## src/rtl/pwm_fe_pkg.sv

```systemverilog
package pwm_fe_pkg;
    // Global register offsets (bytes)
    localparam int GLB_START = 'h04;
    localparam int GLB_STOP  = 'h08;
    localparam int GLB_RUN   = 'h0C;
    localparam int GLB_FLAG  = 'h1C;

    // Channel bank window
    localparam int BANK_BASE = 'h200;
    localparam int BANK_LSB  = 5;          // 0x20 bytes per bank

    // Offsets inside a bank
    localparam int CH_MODE   = 'h00;
    localparam int CH_DUTY   = 'h04;
    localparam int CH_PERIOD = 'h08;
    localparam int CH_STAGE  = 'h10;

    // Mode word fields
    localparam int MODE_PRE_W   = 4;
    localparam int MODE_POL_BIT = 9;
    localparam int MODE_SEL_BIT = 10;

    typedef enum logic [1:0] {
        CH_IDLE = 2'd0,
        CH_RUN  = 2'd1,
        CH_STOP = 2'd2
    } ch_state_e;
endpackage

```

## src/rtl/pwm_fe_flags.sv

```systemverilog
module pwm_fe_flags #(
    parameter int NCH = 4
) (
    input  logic           clk,
    input  logic           rst_n,
    input  logic [NCH-1:0] eop,
    input  logic           rd_clr,
    output logic [NCH-1:0] flags
);
    always_ff @(posedge clk) begin
        if (!rst_n) begin
            flags <= '0;
        end else begin
            flags <= (rd_clr ? '0 : flags) | eop;
        end
    end

    AST_CLEAR_ON_READ: assert property (@(posedge clk) disable iff (!rst_n)
        rd_clr |=> ((flags & ~$past(eop)) == '0));

    AST_EVENT_KEPT: assert property (@(posedge clk) disable iff (!rst_n)
        (|eop) |=> ((flags & $past(eop)) == $past(eop)));
endmodule

```

## src/rtl/pwm_fe_chan.sv

```systemverilog
module pwm_fe_chan
    import pwm_fe_pkg::*;
#(
    parameter int DATA_W = 32,
    parameter int CNT_W  = 16,
    parameter int PRE_W  = 16
) (
    input  logic                clk,
    input  logic                rst_n,
    input  logic                start,
    input  logic                stop,
    input  logic                wr_en,
    input  logic [BANK_LSB-1:0] off,
    input  logic [DATA_W-1:0]   wdata,
    output logic [DATA_W-1:0]   rdata,
    output logic                running,
    output logic                eop,
    output logic                wave
);
    localparam int OFF_W = BANK_LSB;

    ch_state_e state, state_nx;

    logic [MODE_PRE_W-1:0] mode_pre;
    logic                  mode_pol;
    logic                  mode_sel;
    logic [CNT_W-1:0]      duty, period, stage_val, cnt;
    logic                  stage_vld;
    logic [PRE_W-1:0]      pre_cnt, pre_mask;
    logic                  tick, last, idle;
    logic                  wr_mode, wr_duty, wr_per, wr_stage;
    logic [DATA_W-1:0]     mode_word;
    logic                  unused_wdata;

    assign unused_wdata = ^wdata;

    assign wr_mode  = wr_en && (off == OFF_W'(CH_MODE));
    assign wr_duty  = wr_en && (off == OFF_W'(CH_DUTY));
    assign wr_per   = wr_en && (off == OFF_W'(CH_PERIOD));
    assign wr_stage = wr_en && (off == OFF_W'(CH_STAGE));

    assign idle     = (state == CH_IDLE);
    assign pre_mask = ~({PRE_W{1'b1}} << mode_pre);
    assign tick     = (pre_cnt == pre_mask);
    assign last     = (({1'b0, cnt} + (CNT_W+1)'(1)) >= {1'b0, period});
    assign eop      = !idle && tick && last;
    assign running  = !idle;
    assign wave     = (!idle && (cnt >= duty)) ^ mode_pol;

    // State register
    always_ff @(posedge clk) begin
        if (!rst_n) state <= CH_IDLE;
        else        state <= state_nx;
    end

    // Next-state logic
    always_comb begin
        state_nx = state;
        unique case (state)
            CH_IDLE: if (start && !stop) state_nx = CH_RUN;
            CH_RUN:  if (stop) state_nx = CH_STOP;
            CH_STOP: begin
                if (start && !stop) state_nx = CH_RUN;
                else if (eop)       state_nx = CH_IDLE;
            end
            default: state_nx = CH_IDLE;
        endcase
    end

    // Counters and configuration registers
    always_ff @(posedge clk) begin
        if (!rst_n) begin
            pre_cnt   <= '0;
            cnt       <= '0;
            mode_pre  <= '0;
            mode_pol  <= 1'b0;
            mode_sel  <= 1'b0;
            duty      <= '0;
            period    <= '0;
            stage_val <= '0;
            stage_vld <= 1'b0;
        end else begin
            if (idle) begin
                pre_cnt <= '0;
                cnt     <= '0;
            end else if (tick) begin
                pre_cnt <= '0;
                cnt     <= last ? '0 : cnt + CNT_W'(1);
            end else begin
                pre_cnt <= pre_cnt + PRE_W'(1);
            end

            if (idle) begin
                if (wr_mode) begin
                    mode_pre <= wdata[MODE_PRE_W-1:0];
                    mode_pol <= wdata[MODE_POL_BIT];
                    mode_sel <= wdata[MODE_SEL_BIT];
                end
                if (wr_duty) duty   <= wdata[CNT_W-1:0];
                if (wr_per)  period <= wdata[CNT_W-1:0];
            end

            if (wr_stage) begin
                stage_val <= wdata[CNT_W-1:0];
                if (idle) begin
                    stage_vld <= 1'b0;
                    if (mode_sel) period <= wdata[CNT_W-1:0];
                    else          duty   <= wdata[CNT_W-1:0];
                end else begin
                    stage_vld <= 1'b1;
                end
            end else if (eop && stage_vld) begin
                stage_vld <= 1'b0;
                if (mode_sel) period <= stage_val;
                else          duty   <= stage_val;
            end
        end
    end

    always_comb begin
        mode_word = '0;
        mode_word[MODE_PRE_W-1:0] = mode_pre;
        mode_word[MODE_POL_BIT]   = mode_pol;
        mode_word[MODE_SEL_BIT]   = mode_sel;
    end

    always_comb begin
        case (off)
            OFF_W'(CH_MODE):   rdata = mode_word;
            OFF_W'(CH_DUTY):   rdata = DATA_W'(duty);
            OFF_W'(CH_PERIOD): rdata = DATA_W'(period);
            OFF_W'(CH_STAGE):  rdata = DATA_W'(stage_val);
            default:           rdata = '0;
        endcase
    end

    AST_START_RUNS: assert property (@(posedge clk) disable iff (!rst_n)
        (start && !stop) |=> running);

    AST_STOP_AT_END: assert property (@(posedge clk) disable iff (!rst_n)
        $fell(running) |-> $past(eop));

    AST_IDLE_LEVEL: assert property (@(posedge clk) disable iff (!rst_n)
        !running |-> (wave == mode_pol));

    AST_LOCKED_CFG: assert property (@(posedge clk) disable iff (!rst_n)
        (running && (wr_mode || wr_duty || wr_per) && !eop) |=>
        ($stable(duty) && $stable(period) && $stable(mode_pre) &&
         $stable(mode_pol) && $stable(mode_sel)));
endmodule

```

## src/rtl/pwm_bank_ctrl.sv

```systemverilog
module pwm_bank_ctrl
    import pwm_fe_pkg::*;
#(
    parameter int NCH    = 4,
    parameter int ADDR_W = 10,
    parameter int DATA_W = 32,
    parameter int CNT_W  = 16,
    parameter int PRE_W  = 16
) (
    input  logic              clk,
    input  logic              rst_n,
    input  logic              bus_wr,
    input  logic              bus_rd,
    input  logic [ADDR_W-1:0] bus_addr,
    input  logic [DATA_W-1:0] bus_wdata,
    output logic [DATA_W-1:0] bus_rdata,
    output logic [NCH-1:0]    pwm_out
);
    localparam int TAG_W = ADDR_W - BANK_LSB;

    logic              hit_start, hit_stop, hit_run, hit_flag, hit_any;
    logic [NCH-1:0]    bank_sel, start_req, stop_req, run_vec, eop_vec, flags;
    logic [DATA_W-1:0] ch_rdata [NCH];
    logic [DATA_W-1:0] rd_word;

    assign hit_start = (bus_addr == ADDR_W'(GLB_START));
    assign hit_stop  = (bus_addr == ADDR_W'(GLB_STOP));
    assign hit_run   = (bus_addr == ADDR_W'(GLB_RUN));
    assign hit_flag  = (bus_addr == ADDR_W'(GLB_FLAG));
    assign hit_any   = hit_start || hit_stop || hit_run || hit_flag || (|bank_sel);

    assign start_req = (bus_wr && hit_start) ? bus_wdata[NCH-1:0] : '0;
    assign stop_req  = (bus_wr && hit_stop)  ? bus_wdata[NCH-1:0] : '0;

    for (genvar g = 0; g < NCH; g++) begin : g_ch
        localparam logic [TAG_W-1:0] TAG = TAG_W'((BANK_BASE >> BANK_LSB) + g);
        assign bank_sel[g] = (bus_addr[ADDR_W-1:BANK_LSB] == TAG);

        pwm_fe_chan #(
            .DATA_W (DATA_W),
            .CNT_W  (CNT_W),
            .PRE_W  (PRE_W)
        ) u_chan (
            .clk     (clk),
            .rst_n   (rst_n),
            .start   (start_req[g]),
            .stop    (stop_req[g]),
            .wr_en   (bus_wr && bank_sel[g]),
            .off     (bus_addr[BANK_LSB-1:0]),
            .wdata   (bus_wdata),
            .rdata   (ch_rdata[g]),
            .running (run_vec[g]),
            .eop     (eop_vec[g]),
            .wave    (pwm_out[g])
        );
    end

    pwm_fe_flags #(.NCH(NCH)) u_flags (
        .clk    (clk),
        .rst_n  (rst_n),
        .eop    (eop_vec),
        .rd_clr (bus_rd && hit_flag),
        .flags  (flags)
    );

    always_comb begin
        rd_word = '0;
        if (hit_run)  rd_word = DATA_W'(run_vec);
        if (hit_flag) rd_word = DATA_W'(flags);
        for (int i = 0; i < NCH; i++) begin
            if (bank_sel[i]) rd_word = ch_rdata[i];
        end
    end

    always_ff @(posedge clk) begin
        if (!rst_n)      bus_rdata <= '0;
        else if (bus_rd) bus_rdata <= rd_word;
    end

    AST_UNDEF_READ: assert property (@(posedge clk) disable iff (!rst_n)
        (bus_rd && !hit_any) |=> (bus_rdata == '0));
endmodule

```

## config.mk

```make
export PLATFORM = sky130hd
export DESIGN_NAME = pwm_bank_ctrl
export DESIGN_NICKNAME = d
export VERILOG_FILES = /design/src/rtl/pwm_fe_pkg.sv /design/src/rtl/pwm_fe_flags.sv /design/src/rtl/pwm_fe_chan.sv /design/src/rtl/pwm_bank_ctrl.sv
export SDC_FILE = /design/constraint.sdc
export NUM_CORES = 1
export LEC_CHECK = 0
export BUFFER_PORTS_ARGS = -buffer_cell sky130_fd_sc_hd__buf_2
export CAP_MARGIN = 30
export CORE_ASPECT_RATIO = 1.2
export CORE_MARGIN = 2
export CORE_UTILIZATION = 37
export CTS_CLUSTER_SIZE = 12
export DETAILED_ROUTE_END_ITERATION = 12
export MAX_ROUTING_LAYER = met4
export REMOVE_ABC_BUFFERS = 1
export SLEW_MARGIN = 15
export SYNTH_ARGS = -nofsm -noshare
export SYNTH_HDL_FRONTEND = slang
export SYNTH_SLANG_ARGS = --single-unit
export TNS_END_PERCENT = 30
```

## constraint.sdc

```tcl
create_clock -name clk -period 5.3 [get_ports clk]
set_clock_uncertainty 0.2 [all_clocks]
set_input_delay 1.06 -clock clk [delete_from_list [all_inputs] [get_ports clk]]
set_output_delay 1.06 -clock clk [all_outputs]
set_load 0.05 [all_outputs]
```

* Yosys cells after proc, flatten, opt, wreduce, memory -nomap -nowiden
Cells that the tools add are included.
Word-level totals: register bits 392, latch bits 0, RAM bits 0, output and inout port bits 36, memories 0, memory bits (read-only) 0
Cells by class: reductions and logical operators 76, add/sub/neg operators 12, bitwise operators 10, div/mod/pow operators 0, equal/unequal tests 35, order comparisons 8, muxes and demuxes 105, multipliers 0, shifts and indexed selects 4
Operators with widths (number):
- 2-to-1 mux 16 bit | 60
- case mux 16 bit (4 select lines) | 4
- 2-to-1 mux 32 bit | 5
- adder 16 x 1 -> 16 bit (second input constant) | 8
- adder 16 x 1 -> 17 bit (second input constant) | 4
- greater-or-equal comparator 17 x 16 -> 1 bit | 4
- equality test 16 bit | 4
- greater-or-equal comparator 16 bit | 4
- NOT 16 bit | 4
- left shift 16 x 4 -> 16 bit (first input constant) | 4
- logical AND 1 bit | 43
- 2-to-1 mux 2 bit | 16
- equality test 5 bit (second input constant) | 5
- case mux 2 bit (3 select lines) | 4
- equality test 10 x 4 -> 1 bit (second input constant) | 2
- 2-to-1 mux 4 bit | 4
- != test 2 bit (second input constant) | 8
- 2-to-1 mux 1 bit | 12
- != test 3 x 1 -> 1 bit (second input constant) | 4
- AND reduction 3 bit | 4
- OR reduction 3 bit | 4
- equality test 10 x 3 -> 1 bit (second input constant) | 1
- equality test 10 x 5 -> 1 bit (second input constant) | 1
- equality test 2 x 1 -> 1 bit (second input constant) | 4
- 12 further kinds | 37

* Longest topological paths before layout
Gate-level depths: netlist of run 1.
word-level depth 8, gate-level depth with buffers 16, gate-level depth less buffers 15

* Modules after synthesis
A second synthesis of run 1 with hierarchy kept.
Second synthesis, totals: cell total of the unflattened synthesis 3244, area, all modules 27383.8 um^2
By module, submodules not included:
- pwm_fe_chan at g_ch[1].u_chan ... | area an instance 6049.6 um^2, times used 2, cells an instance 730
- pwm_fe_chan at g_ch[3].u_chan | area an instance 6362.4 um^2, times used 1, cells an instance 772
- pwm_fe_chan at g_ch[0].u_chan | area an instance 6168.4 um^2, times used 1, cells an instance 743
- pwm_bank_ctrl | area an instance 2618.8 um^2, times used 1, cells an instance 257
- pwm_fe_flags | area an instance 135.1 um^2, times used 1, cells an instance 12

* Worst setup path after synthesis of run 1
No wires, ideal clock.
kind register to register, start point register g_ch[0].u_chan.cnt[2], end point register g_ch[0].u_chan.period[10], arrival time 3.500 ns, cell stages (with the launch flop) 16, slack 1.494 ns, buffers on the path 2, cell sequence dfxtp_1 > and3_1 > and4_1 > nand2_1 > or4_1 > xnor2_1 > ha_1 > nand3_1 > nor2_1 > o311ai_0 > o2111ai_1 > o211a_2 > and2_1 > clkbuf_1 > buf_2 > o311ai_0
Between the ends: longest elaborated chain between the ends 6
RTL lines:
- from (decl) | line pwm_fe_chan.sv:27 | logic [CNT_W-1:0] duty, period, stage_val, cnt;
- from (signal assigned) | line pwm_fe_chan.sv:88 | cnt <= last ? '0 : cnt + CNT_W'(1);
- adder 16 x 1 -> 17 bit | line pwm_fe_chan.sv:45 | assign last = (({1'b0, cnt} + (CNT_W+1)'(1)) >= {1'b0, period});
- greater-or-equal comparator 17 x 16 -> 1 bit | line pwm_fe_chan.sv:45
- logical AND 1 bit | line pwm_fe_chan.sv:46 | assign eop = !idle && tick && last;
- logical AND 1 bit | line pwm_fe_chan.sv:112 | end else if (eop && stage_vld) begin
- 2-to-1 mux 16 bit | line pwm_fe_chan.sv:112
- 2-to-1 mux 16 bit | line pwm_fe_chan.sv:103 | if (wr_stage) begin
- to (signal assigned) | line pwm_fe_chan.sv:100 | if (wr_per) period <= wdata[CNT_W-1:0];
- to (signal assigned) | line pwm_fe_chan.sv:107 | if (mode_sel) period <= wdata[CNT_W-1:0];
- to (signal assigned) | line pwm_fe_chan.sv:114 | if (mode_sel) period <= stage_val;
- to (decl) | line pwm_fe_chan.sv:27
Every way passes these cells. A chain may end at the register's enable or synchronous reset.

* Final worst setup path of run 1
start point register g_ch[0].u_chan.cnt[2], end point register g_ch[0].u_chan.period[7]
Same word-level chain as after synthesis.

==> summary.md, run 1 <==
| Metric | Value |
|---|---|
| Worst path slowest cell | `and2_1` |
| Slew margin rel. | `0.336` |
| CP bufs+invs | `0` |
| GP Congestion | `0.919` |
| Yosys warning count | `0` |
| Leakage power | `10.1 nW` |
| Clk_lat worst skew | `580 ps` |
| Footprint of the multi-input gates | `16,300 um^2` |
| Dpl cells | `3,931` |
| Drt total wl | `80,400 um` |
| CP Max Fanout | `16` |
| Sequential share of the synthesized area | `0.294` |
| DR vias | `23,200` |
| #FFs+latches synth | `376` |
| TritonCTS sink count | `376` |
| Share of cells above drive strength 1 | `0.0936` |
| Library cells used by synthesis | `82` |
| Worst VDD drop | `168 uV` |
| Gr usage total | `0.227` |
| Fmax | `0.218 GHz` |
| Tot Pwr | `6.21 mW` |
| CTS root buffer | `clkbuf_16` |
| GRT met3 Usage | `0.0301` |
| First-pass GRT wire length | `126,000 um` |
| Critical path class | `register to register` |
| TritonCTS clock tree | `built` |
| Gr ovfl total | `0` |
| Initial Util | `0.374` |
| Hold Crit Class | `register to register` |
| Maximum root-to-sink buffer count | `3` |
| Final nets | `3,254` |
| P per Cell Area | `223 nW/um^2` |
| Met2 Use GR | `0.359` |
| Max-Cap Viols | `0` |
| Hold Slack | `253 ps` |
| Final period utilization | `0.865` |
| Cell row count | `105` |
| Die area | `71,200 um^2` |
| Setup violations, final | `0` |
| CP peak stage delay | `600 ps` |
| Vias in the first global route | `21,700` |
| Number of enable flip-flop cells after synthesis | `0` |
| H-tree depth | `2` |
| CP startpoint kind | `register` |
| CP endpoint kind | `register` |
| Pin count of the biggest net entering global routing | `66` |
| Number of DRC markers in iteration 0 | `2,557` |
| Primary FF master, synth | `dfxtp_1` |
| Remaining DRCs | `0` |
| Worst-path clk slew | `60 ps` |
| Routing usage on met1 | `0.288` |
| Required @ worst endpoint | `5530 ps` |
| Area Overhead vs Synth | `8.98%` |
| Core Box Area | `68,400 um^2` |
| Initial antenna violation count | `4` |
| Fin crit period | `4590 ps` |
| Num CTS Buffers | `43` |
| IO Port Bufs | `49` |
| Cts hold-fix bufs | `0` |
| Setup TNS | `0 ps` |
| FFs w/ async S/R, synth | `0` |
| DRT antenna net count | `0` |
| Wire per inst | `20.0 um` |
| Final hold vios | `0` |
| Mean Syn Cell Area | `8.04 um^2` |
| Mapped cell area | `25,600 um^2` |
| Fin cells | `4,013` |
| DIE WIDTH | `244 um` |
| Cell Chain, Critical Path | `and3_1, and4_1, nand2_1, or4_1, xnor2_1, ha_1, nand3_1, nor2_1, o311ai_0, o2111ai_1, o211a_2, and2_1, o311ai_0` |
| GRT Max-Usage Layer | `met2` |
| Sequential standard cell area | `7530 um^2` |
| Measured slew at the worst slew-check pin | `991 ps` |
| Ports | `82` |
| RSZ-0062 raised after global routing | `no` |
| Post-CTS setup buffers | `0` |
| First-pass DRT Iterations | `9` |
| HPWL reported at the end of detailed placement | `54,200 um` |
| # fillers | `6,837` |
| Fin. max-slew vios | `0` |
| Cell mode on critical path | `o311ai_0` |
| Chip height | `292 um` |
| Post-cts resize count | `0` |
| Crit-path leading delay family | `simple AND/OR/NAND/NOR gates` |
| Status | `finished clean` |
| Post-Syn Instances | `3,179` |
| Critical Path AT | `4810 ps` |
| Via/cell ratio | `5.77` |
==> metrics by stage <==
stage / worst slack [ps] / instance area [um^2] / util
after floorplan: -1320 / 24400 / -
after global placement: 836 / 26300 / 0.385
after detailed placement: 741 / 26400 / 0.385
after CTS: 726 / 27800 / 0.406
after global routing: 385 / 27900 / 0.407
final: 713 / 27900 / 0.407
==> cell usage after synthesis, types with 65 or more instances <==
cell        n  area share
clkbuf_1  212       0.031
nor3_1     65       0.013
a21oi_1    83       0.016
nand3_1   141       0.028
nand2_1   332       0.049
dfxtp_1   376        0.29
o21ai_0    93       0.018
nor2_1    274       0.040
mux2i_1   190       0.074
nand4_1    70       0.017
inv_1     165       0.024
ha_1      136       0.067
mux2_2     76       0.033
a21boi_0   73       0.021
==> placed cells by master, fill, tap and decap left out, types with 25 or more instances in the layout <==
| master | instances |
|---|---|
| a211o_1 | 32 |
| a21boi_0 | 73 |
| a21o_1 | 34 |
| a21oi_1 | 81 |
| a222oi_1 | 64 |
| a22o_1 | 28 |
| a31oi_1 | 29 |
| and2_1 | 25 |
| and3_1 | 50 |
| buf_2 | 48 |
| buf_4 | 64 |
| clkbuf_16 | 45 |
| dfxtp_1 | 376 |
| ha_1 | 136 |
| inv_1 | 165 |
| mux2_2 | 76 |
| mux2i_1 | 190 |
| nand2_1 | 332 |
| nand3_1 | 141 |
| nand4_1 | 70 |
| nor2_1 | 273 |
| nor2b_1 | 35 |
| nor3_1 | 61 |
| o21ai_0 | 93 |
| o22ai_1 | 42 |
| o311ai_0 | 52 |
| xnor2_1 | 57 |
| xor2_1 | 61 |
==> sequential cells by signal, indices dropped and copies added, names as in the netlist <==
signal,count
g_ch.u_chan.cnt,64
g_ch.u_chan.duty,64
g_ch.u_chan.period,64
g_ch.u_chan.pre_cnt,64
g_ch.u_chan.stage_val,64
bus_rdata,16
g_ch.u_chan.mode_pre,16
g_ch.u_chan.state,8
g_ch.u_chan.mode_pol,4
g_ch.u_chan.mode_sel,4
g_ch.u_chan.stage_vld,4
u_flags.flags,4
==> where the power goes <==
part,internal (mW),leakage [nW],switching [mW]
registers,2.83,3.03,0.00258
logic,0.0522,6.38,0.186
clock network,1.88,0.696,1.26
==> worst min-delay path: cells and delay by family, from the launching register on <==
kind	cells	cell delay, ps
AO/OA/AOI/OAI	1	60
flip-flops	1	320
AND/OR/NAND/NOR	1	40
==> final cells by class <==
| class | instances | share of cell area |
|---|---|---|
| Tap cell | 909 | 0.0408 |
| Sequential cell | 376 | 0.270 |
| Multi-Input combinational cell | 2367 | 0.585 |
| Antenna cell | 5 | 0.000449 |
| Inverter | 165 | 0.0222 |
| Clock inverter | 6 | 0.00557 |
| Timing Repair Buffer | 119 | 0.0300 |
| Clock buffer | 66 | 0.0458 |
==> per-layer routing <==
layer / up-vias / wire, um
met5: - / 0
met4: 0 / 3570
met3: 146 / 4700
met2: 715 / 36600
met1: 11000 / 35500
li1: 11300 / -
==> cell families after synthesis <==
group	share of synthesized area
fa+ha+maj	0.0673
buf+inv	0.0726
other cells	0.000147
simple gates	0.213
flops	0.294
mux	0.112
compound gates	0.200
xor+xnor	0.0404
==> final timing paths <==
path                         startpoint  slack (ps)                        to  depth (start not counted)
setup / recovery  g_ch[0].u_chan.cnt[2]         710  g_ch[0].u_chan.period[7]                         13
hold / removal            bus_rdata[12]         250             bus_rdata[12]                          2
setup reg to reg  g_ch[0].u_chan.cnt[2]         710  g_ch[0].u_chan.period[7]                         13
hold reg to reg           bus_rdata[12]         250             bus_rdata[12]                          2
(Power assumes the default switching activity.)
==> run 2, diff against run 1 <==
PLACE_DENSITY_LB_ADDON = 0.3   (was not set)
==> summary.md, run 2 (same netlist as run 1, synthesis figures left out) <==
| Metric | Value |
|---|---|
| Status | `finished clean` |
| Crit-path leading delay family | `simple AND/OR/NAND/NOR gates` |
| Final nets | `3,254 (unchanged)` |
| Critical path class | `register to register` |
| Critical Path AT | `4640 ps (-170 ps)` |
| Clk_lat worst skew | `600 ps (+20 ps)` |
| Post-cts resize count | `0 (unchanged)` |
| CTS root buffer | `clkbuf_16` |
| WP depth | `13 (unchanged)` |
| Cell row count | `105 (unchanged)` |
| Cell Chain, Critical Path | `and3_1, and4_1, nand2_1, or4_1, xnor2_1, ha_1, nand3_1, nor2_1, o311ai_0, o2111ai_1, o211a_2, and2_1, o311ai_0` |
| H-tree depth | `2 (unchanged)` |
| Hold Crit Class | `register to register` |
| Remaining DRCs | `0 (unchanged)` |
| Initial antenna violation count | `7 (+3)` |
| TritonCTS sink count | `376 (unchanged)` |
| Sequential standard cell area | `7530 um^2 (unchanged)` |
| Worst-path clk slew | `60 ps (about the same)` |
| HPWL reported at the end of detailed placement | `54,300 um (+0.31%)` |
| Dpl cells | `3,932 (+0.025%)` |
| Core Box Area | `68,400 um^2 (unchanged)` |
| RSZ-0062 raised after global routing | `no` |
| DRT antenna net count | `0 (unchanged)` |
| Setup TNS | `0 ps (unchanged)` |
| Crit path to | `g_ch[0].u_chan.period[8]` |
| Post-CTS setup buffers | `0 (unchanged)` |
| Max-Cap Viols | `0 (unchanged)` |
| Slew margin rel. | `0.319 (-0.0163)` |
| Crit. Startpoint | `g_ch[0].u_chan.cnt[2]` |
| Share of cells above drive strength 1 | `0.0945 (+0.000907)` |
| Drt total wl | `80,800 um (+0.40%)` |
| Num CTS Buffers | `43 (unchanged)` |
| First-pass GRT wire length | `127,000 um (+0.73%)` |
| Required @ worst endpoint | `5530 ps (about the same)` |
| Number of DRC markers in iteration 0 | `2,355 (-7.9%)` |
| Worst VDD drop | `184 uV (+10%)` |
| Depth of the worst register-to-register path | `13 (unchanged)` |
| Maximum root-to-sink buffer count | `3 (unchanged)` |
| Chip height | `292 um (unchanged)` |
| Gr usage total | `0.229 (+0.00237)` |
| Via/cell ratio | `5.78 (+0.15%)` |
| CP startpoint kind | `register` |
| Area Overhead vs Synth | `8.97% (about the same)` |
| First-pass DRT Iterations | `9 (unchanged)` |
| Cts hold-fix bufs | `0 (unchanged)` |
| Critical R2R Launch | `g_ch[0].u_chan.cnt[2]` |
| Gr ovfl total | `0 (unchanged)` |
| Ports | `82 (unchanged)` |
| CP bufs+invs | `0 (unchanged)` |
| Vias in the first global route | `21,800 (+0.32%)` |
| Initial Util | `0.374 (unchanged)` |
| Final period utilization | `0.832 (-0.0332)` |
| P per Cell Area | `223 nW/um^2 (about the same)` |
| CP Max Fanout | `16 (unchanged)` |
| Fin. max-slew vios | `0 (unchanged)` |
| R2R Path End | `g_ch[0].u_chan.period[8]` |
| Tot Pwr | `6.21 mW (about the same)` |
| Cell mode on critical path | `o311ai_0` |
| R2r setup slk | `890 ps (+180 ps)` |
| Fin crit period | `4410 ps (-176 ps)` |
| # fillers | `6,844 (+0.10%)` |
| CP peak stage delay | `600 ps (about the same)` |
| Pin count of the biggest net entering global routing | `69 (+4.5%)` |
| DR vias | `23,200 (+0.25%)` |
| Worst path slowest cell | `and2_1` |
| Leakage power | `10.1 nW (about the same)` |
| Fin cells | `4,017 (+0.10%)` |
| Die area | `71,200 um^2 (unchanged)` |
| TritonCTS clock tree | `built` |
| CP endpoint kind | `register` |
| Setup violations, final | `0 (unchanged)` |
| GP Congestion | `0.895 (-2.6%)` |
| Most frequent cells in the layout | `dfxtp_1 (376), nand2_1 (332), nor2_1 (273), mux2i_1 (190), inv_1 (165)` |
| IO Port Bufs | `49 (unchanged)` |
| Wire per inst | `20.1 um (+0.30%)` |
| Fmax | `0.227 GHz (+4.0%)` |
| Measured slew at the worst slew-check pin | `1020 ps (+24.4 ps)` |
| Footprint of the multi-input gates | `16,300 um^2 (about the same)` |
| Most common cell after layout, fill and taps aside | `dfxtp_1` |
| Min-delay src | `bus_rdata[4]` |
| Final hold vios | `0 (unchanged)` |
| DIE WIDTH | `244 um (unchanged)` |
[run 2: changes by cell type in the layout (fill, tap and decap cells not counted), sizes merged]
cell and change:
diode +2, clkinv +2, clkinvlp +1, bufinv -1
[run 2: cell type report]
class	instances	share of cell area
multi-input combinational	2367	0.585
sequential	376	0.270
clock buffer	66	0.0468
tap	909	0.0408
timing repair buffer	119	0.0292
inverter	165	0.0222
clock inverter	8	0.00512
antenna	7	0.000629
[run 2: worst register-to-register path, stage by stage, from the launching register on]
cell and delay [ps]:
dfxtp_1 440, and3_1 300, and4_1 350, nand2_1 130
or4_1 590, xnor2_1 160, ha_1 290, nand3_1 110
nor2_1 170, o311ai_0 170, o2111ai_1 240, o211a_2 270
and2_1 600, o311ai_0 250
[run 2: worst min-delay path by stage]
stage / to / slack (ps) / depth (start not counted)
finish: bus_rdata[4] / 250 / 2
global route: bus_rdata[13] / 300 / 2
CTS: bus_rdata[4] / 260 / 2
detailed placement: bus_rdata[10] / 250 / 2
global placement: bus_rdata[10] / 230 / 2
floorplan: g_ch[0].u_chan.stage_val[0] / 250 / 2
[run 2: through the flow]
stage          setup slack [ps]  hold slack [ps]   util  cell area [um^2]
6_report                    889              251  0.407             27900
5_1_grt                     545              298  0.407             27900
4_1_cts                     859              263  0.406             27800
3_5_place_dp                853              247  0.385             26400
3_3_place_gp                982              233  0.384             26300
2_1_floorplan             -1320              249      -             24400
[run 2: per-layer routing]
metal,global-route usage,share of wire,up-vias
li1,-,-,11300
met1,0.294,0.44,11100
met2,0.359,0.46,702
met3,0.0309,0.058,143
met4,0.0989,0.044,0
met5,-,0,-
[run 2: power breakdown]
part           leakage, nW  switching (mW)  internal [mW]
Sequential            3.03         0.00271           2.83
Clock                0.708            1.26           1.88
Combinational         6.38           0.187         0.0516
Total                 10.1            1.45           4.76
